File: src/rtl/addr_filter_pkg.sv
package addr_filter_pkg;
  localparam int DEF_N_SPEC     = 4;
  localparam int DEF_ADDR_W     = 48;
  localparam int DEF_REG_W      = 32;
  localparam int DEF_HASH_IDX_W = 6;

  typedef enum logic {
    HALF_BOTTOM = 1'b0,
    HALF_TOP    = 1'b1
  } half_e;
endpackage

File: src/rtl/addr_filter_slot.sv
module addr_filter_slot #(
  parameter int ADDR_W = 48,
  parameter int REG_W  = 32,
  localparam int HI_W  = ADDR_W - REG_W
) (
  input  logic              clk_i,
  input  logic              rst_ni,
  input  logic              wr_lo_i,
  input  logic              wr_hi_i,
  input  logic [REG_W-1:0]  wr_data_i,
  input  logic [ADDR_W-1:0] da_i,
  output logic              hit_o
);
  logic [REG_W-1:0] lo_q;
  logic [HI_W-1:0]  hi_q;
  logic             armed_q;

  always_ff @(posedge clk_i or negedge rst_ni) begin
    if (!rst_ni) begin
      lo_q    <= '0;
      hi_q    <= '0;
      armed_q <= 1'b0;
    end else if (wr_lo_i) begin
      lo_q    <= wr_data_i;
      armed_q <= 1'b0;
    end else if (wr_hi_i) begin
      hi_q    <= wr_data_i[HI_W-1:0];
      armed_q <= 1'b1;
    end
  end

  assign hit_o = armed_q && (da_i == {hi_q, lo_q});
endmodule

File: src/rtl/addr_filter_hash.sv
module addr_filter_hash #(
  parameter int ADDR_W     = 48,
  parameter int REG_W      = 32,
  parameter int HASH_IDX_W = 6,
  localparam int TBL_W     = 2 * REG_W,
  localparam int CHUNKS    = (ADDR_W + HASH_IDX_W - 1) / HASH_IDX_W,
  localparam int PAD_W     = CHUNKS * HASH_IDX_W
) (
  input  logic              clk_i,
  input  logic              rst_ni,
  input  logic              wr_lo_i,
  input  logic              wr_hi_i,
  input  logic [REG_W-1:0]  wr_data_i,
  input  logic [ADDR_W-1:0] da_i,
  output logic              hit_o
);
  logic [TBL_W-1:0]      tbl_q;
  logic                  armed_q;
  logic [PAD_W-1:0]      da_pad;
  logic [HASH_IDX_W-1:0] fold;

  // hash pair comes out of reset in service with an empty table
  always_ff @(posedge clk_i or negedge rst_ni) begin
    if (!rst_ni) begin
      tbl_q   <= '0;
      armed_q <= 1'b1;
    end else if (wr_lo_i) begin
      tbl_q[REG_W-1:0] <= wr_data_i;
      armed_q          <= 1'b0;
    end else if (wr_hi_i) begin
      tbl_q[TBL_W-1:REG_W] <= wr_data_i;
      armed_q              <= 1'b1;
    end
  end

  assign da_pad = PAD_W'(da_i);

  always_comb begin
    fold = '0;
    for (int c = 0; c < CHUNKS; c++) fold ^= da_pad[c*HASH_IDX_W +: HASH_IDX_W];
  end

  assign hit_o = armed_q && tbl_q[fold];
endmodule

File: src/rtl/addr_filter_prio.sv
module addr_filter_prio #(
  parameter int N     = 4,
  parameter int IDX_W = 2
) (
  input  logic [N-1:0]     hit_i,
  output logic             any_o,
  output logic [IDX_W-1:0] idx_o
);
  always_comb begin
    any_o = 1'b0;
    idx_o = '0;
    for (int i = N - 1; i >= 0; i--) begin
      if (hit_i[i]) begin
        any_o = 1'b1;
        idx_o = IDX_W'(i);
      end
    end
  end
endmodule

File: src/rtl/addr_filter_top.sv
module addr_filter_top
  import addr_filter_pkg::*;
#(
  parameter int N_SPEC     = DEF_N_SPEC,
  parameter int ADDR_W     = DEF_ADDR_W,
  parameter int REG_W      = DEF_REG_W,
  parameter int HASH_IDX_W = DEF_HASH_IDX_W,
  parameter int IDX_W      = (N_SPEC > 1) ? $clog2(N_SPEC) : 1,
  parameter int SEL_W      = $clog2(N_SPEC + 1) + 1
) (
  input  logic              clk_i,
  input  logic              rst_ni,
  input  logic              wr_en_i,
  input  logic [SEL_W-1:0]  wr_sel_i,
  input  logic [REG_W-1:0]  wr_data_i,
  input  logic              da_valid_i,
  input  logic [ADDR_W-1:0] da_i,
  output logic              res_valid_o,
  output logic              match_o,
  output logic [IDX_W-1:0]  match_idx_o,
  output logic              hash_hit_o
);
  localparam int PAIR_W = SEL_W - 1;

  logic [PAIR_W-1:0] pair;
  half_e             half;
  logic [N_SPEC-1:0] spec_hit;
  logic              any_hit;
  logic [IDX_W-1:0]  hit_idx;
  logic              hash_hit;
  logic              hash_lo_we, hash_hi_we;

  assign pair = wr_sel_i[SEL_W-1:1];
  assign half = half_e'(wr_sel_i[0]);

  for (genvar g = 0; g < N_SPEC; g++) begin : g_slot
    logic lo_we, hi_we;
    assign lo_we = wr_en_i && (pair == PAIR_W'(g)) && (half == HALF_BOTTOM);
    assign hi_we = wr_en_i && (pair == PAIR_W'(g)) && (half == HALF_TOP);

    addr_filter_slot #(
      .ADDR_W (ADDR_W),
      .REG_W  (REG_W)
    ) u_slot (
      .clk_i     (clk_i),
      .rst_ni    (rst_ni),
      .wr_lo_i   (lo_we),
      .wr_hi_i   (hi_we),
      .wr_data_i (wr_data_i),
      .da_i      (da_i),
      .hit_o     (spec_hit[g])
    );
  end

  assign hash_lo_we = wr_en_i && (pair == PAIR_W'(N_SPEC)) && (half == HALF_BOTTOM);
  assign hash_hi_we = wr_en_i && (pair == PAIR_W'(N_SPEC)) && (half == HALF_TOP);

  addr_filter_hash #(
    .ADDR_W     (ADDR_W),
    .REG_W      (REG_W),
    .HASH_IDX_W (HASH_IDX_W)
  ) u_hash (
    .clk_i     (clk_i),
    .rst_ni    (rst_ni),
    .wr_lo_i   (hash_lo_we),
    .wr_hi_i   (hash_hi_we),
    .wr_data_i (wr_data_i),
    .da_i      (da_i),
    .hit_o     (hash_hit)
  );

  addr_filter_prio #(
    .N     (N_SPEC),
    .IDX_W (IDX_W)
  ) u_prio (
    .hit_i (spec_hit),
    .any_o (any_hit),
    .idx_o (hit_idx)
  );

  always_ff @(posedge clk_i or negedge rst_ni) begin
    if (!rst_ni) begin
      res_valid_o <= 1'b0;
      match_o     <= 1'b0;
      match_idx_o <= '0;
      hash_hit_o  <= 1'b0;
    end else begin
      res_valid_o <= da_valid_i;
      match_o     <= da_valid_i && any_hit;
      match_idx_o <= (da_valid_i && any_hit) ? hit_idx : '0;
      hash_hit_o  <= da_valid_i && hash_hit;
    end
  end
endmodule

File: config.mk
export PLATFORM = sky130hd
export DESIGN_NAME = addr_filter_top
export DESIGN_NICKNAME = d
export VERILOG_FILES = /design/src/rtl/addr_filter_pkg.sv /design/src/rtl/addr_filter_slot.sv /design/src/rtl/addr_filter_hash.sv /design/src/rtl/addr_filter_prio.sv /design/src/rtl/addr_filter_top.sv
export SDC_FILE = /design/constraint.sdc
export NUM_CORES = 1
export LEC_CHECK = 0
export BUFFER_PORTS_ARGS = -buffer_cell sky130_fd_sc_hd__buf_2
export CAP_MARGIN = 25
export CORE_MARGIN = 3
export CORE_UTILIZATION = 30
export DETAILED_ROUTE_END_ITERATION = 6
export PLACE_DENSITY = 0.48
export REMOVE_ABC_BUFFERS = 1
export SLEW_MARGIN = 40
export SYNTH_ARGS = -nofsm -noshare
export SYNTH_HDL_FRONTEND = slang
export SYNTH_SLANG_ARGS = --single-unit
File: constraint.sdc
create_clock -name clk_i -period 2.15 [get_ports clk_i]
set_clock_uncertainty 0.15 [all_clocks]
set_input_delay 0.645 -clock clk_i [delete_from_list [all_inputs] [get_ports clk_i]]
set_output_delay 0.645 -clock clk_i [all_outputs]
set_load 0.1 [all_outputs]
==> out/summary.txt <==
status -> complete, but fails checks
failing checks -> negative setup slack
initial antenna violation count -> 0
P_leak -> 7.28 nW
post-place setup slack -> -1050 ps
Max IR drop VDD -> 0.000634 V
sequential area share after synthesis -> 50.4%
Slew Limit Fails -> 0
Initial DRC Count -> 491
Worst-Skew Late Latency -> 570 ps
Power Total -> 0.0163 W
fin crit share -> 111%
Async S/R FF share, synth -> 100%
core area -> 43300 sq um
Vert. Die Dim -> 216 um
port bufs -> 92
non-filler cells, final -> 1786
Initial Util -> 30.6%
fmax -> 0.419 GHz
antenna cells -> 0
row cnt -> 76
yosys warns -> 0
PwrDens -> 978 nW/um^2
DRC -> 0
worst hold path type -> input port to flip-flop
Routed WL per cell -> 24.7 um
Clk pwr share -> 29.8%
Cells after Synth -> 1004
TritonCTS Sinks -> 266
Post-Syn Area -> 13200 sq um
crit start category -> input port
Worst Path Required -> 2480 ps
Worst slew margin -> 66.7%
flops & latches, synth -> 266
P_sw -> 0.00478 W
die area -> 46600 sq um
CTS Buf Count -> 31
largest net degree at the start of global routing -> 46
Crit Path Max Fanout -> 4
RSZ-0062 raised after global routing -> true
Bufs on Longest Clock Path -> 3
Sw Share -> 29.3%
Clk Tree Root Cell -> clkbuf_16
gpl congestion -> 0.814
Tightest Pin Transition -> 500 ps
critical path class -> input port to flip-flop
Horiz. Die Dim -> 216 um
IO Count -> 93
H-tree depth -> 1
DR pass1 iterations -> 5
final setup vio count -> 4
Worst-path clk slew -> 60 ps
Avg Inst Size Synth -> 13.2 sq um
sequential share of power -> 42.5%
WP data arrival -> 2720 ps
max-cap violation count -> 0
Detail Placement HPWL -> 32.8 mm
TritonCTS clock tree -> built
area delta synth->final -> 25.9%
layout cells sized above 1 -> 48.7%
Layout Nets -> 1276
P_int -> 0.0115 W
Routed WL -> 44.1 mm
All-Layer GR Usage -> 18.9%
GRT overflow -> 0
Antenna Nets Post-Route -> 0
CP Capture Type -> flip-flop
crit path time final -> 2390 ps
Combinational Power Share -> 27.6%
Post-synth top flop -> dfrtp_1
Netlist cell types -> 48
count of placed standard cells including taps -> 1738
setup ws final -> -238 ps
Vias -> 8546
vias in the first global route -> 8960
final hold vios -> 0
vias per inst -> 4.78
EDFF count, synth -> 0
first-pass GRT wire length -> 64.0 mm
[through the flow]
stage / hold WS, ps / setup TNS [ps] / instance area [sq um] / util [%]
finish: 143 / -671 / 16600 / 38.5
global placement: 335 / -10120 / 15400 / 35.7
floorplan: 199 / -56930 / 12800 / -
global route: 119 / -954 / 16600 / 38.5
detailed placement: 337 / -9030 / 15400 / 35.7
CTS: 103 / -660 / 16600 / 38.3
[path summary, 6_finish.rpt]
kind                                           start               end  cells past startpoint  slack (ps)
max reg2reg                g_slot[3].u_slot.lo_q[20]    match_idx_o[1]                      8        -160
min in group asynchronous                     rst_ni  u_hash.tbl_q[61]                      2         460
min                                       da_valid_i       res_valid_o                      1         140
max in group asynchronous                     rst_ni   u_hash.tbl_q[4]                      3         800
min reg2reg                         u_hash.tbl_q[59]  u_hash.tbl_q[59]                      1         350
max                                         da_i[38]        hash_hit_o                     10        -240
[final cells by class]
| type | instances | area, sq um |
|---|---|---|
| clock inverters | 4 | 45.0 |
| repair buffers | 239 | 1930 |
| fillers | 4196 | 26600 |
| flip-flops and latches | 266 | 6660 |
| multi-input cells | 635 | 6360 |
| inverters | 15 | 56.3 |
| well taps | 585 | 732 |
| clock buffers | 42 | 857 |
[state kept, by name (all words and copies together), names as in the netlist, 2 cells and up]
signal and flops:
g_slot.u_slot.armed_q 4, g_slot.u_slot.hi_q 64, u_hash.tbl_q 64, g_slot.u_slot.lo_q 128, match_idx_o 2
[cell families (layout without fill, tap and decap cells)]
group                     after synthesis  count (layout)  synth area share, %
muxes                                 282             282                 25.3
AOI/OAI and AO/OA                      33              33                 1.98
buffers and inverters                 103             300                 3.30
and+or+nand+nor                       103             103                 4.36
DFF                                   266             266                 50.4
xor gates and xnor gates              217             217                 14.7
[cells in the mapped netlist (all sizes together), types with 2 or more instances]
master,instances,area (sq um)
o21ai,3,15.0
clkbuf,46,175
nor2b,3,18.8
nand2b,3,18.8
dfrtp,265,6630
o2bb2ai,4,35.0
buf,42,205
mux2,255,2870
and3,2,12.5
a21oi,2,10.0
o22ai,4,25.0
mux4,13,334
inv,15,56.3
nor2,8,30.0
a21o,5,37.5
o2111ai,2,17.5
xor2,104,911
nand3,6,30.0
a222oi,3,30.0
mux2i,14,140
nor4,29,181
nand2,15,56.3
or4,2,15.0
nand4,25,156
xnor2,113,1030
nor3,6,30.0
[power groups by stage]
stage | combinational (W) | clock (W) | sequential [W]
floorplan | 0.00256 | 0 | 0.00679
global placement | 0.00419 | 0 | 0.00698
detailed placement | 0.00424 | 0 | 0.00699
CTS | 0.00448 | 0.00501 | 0.00692
global route | 0.00485 | 0.00520 | 0.00707
finish | 0.00450 | 0.00486 | 0.00693
[repair_timing]
item	in CTS	in global routing
setup buffers	1	1
hold endpoints to repair	34	0
hold buffers	1	0
setup endpoints to repair	7	4
resized for setup	51	17
cloned	1	0
pin swaps	12	12
[per-layer routing]
metal / GRT usage [%] / share of wire [%] / up-vias
met4: 3.33 / 1.8 / 0
met5: 0 / 0 / -
li1: - / - / 3858
met1: 28.0 / 50 / 4486
met2: 30.0 / 45 / 155
met3: 2.53 / 3.4 / 47
[worst max-delay path, cell delays in order]
cell,delay [ps]
buf_2,110
buf_4,150
xnor2_1,350
xnor2_1,240
xnor2_4,300
mux2i_1,120
mux2i_1,160
mux2i_1,100
o311a_1,310
a211oi_2,230
[cells in the final DEF (no fill, tap or decap), types with 3 or more instances in the layout]
cell,count
dfrtp_1,265
mux2_2,255
buf_4,123
xor2_1,103
xnor2_1,103
buf_2,81
clkbuf_16,31
nand4_1,25
nor4_1,23
buf_12,23
inv_1,15
mux2i_1,14
nand2_1,13
mux4_2,13
xnor2_4,8
buf_6,8
clkbuf_1,7
nand3_1,6
nor4_2,5
a21o_1,5
o22ai_1,4
o2bb2ai_1,4
nor3_2,4
nor2_1,4
clkbuf_8,4
a222oi_1,3
o21ai_0,3
nor2_2,3
nor2b_1,3
clkinv_2,3
buf_8,3
Power figures use the tool's default switching activity.
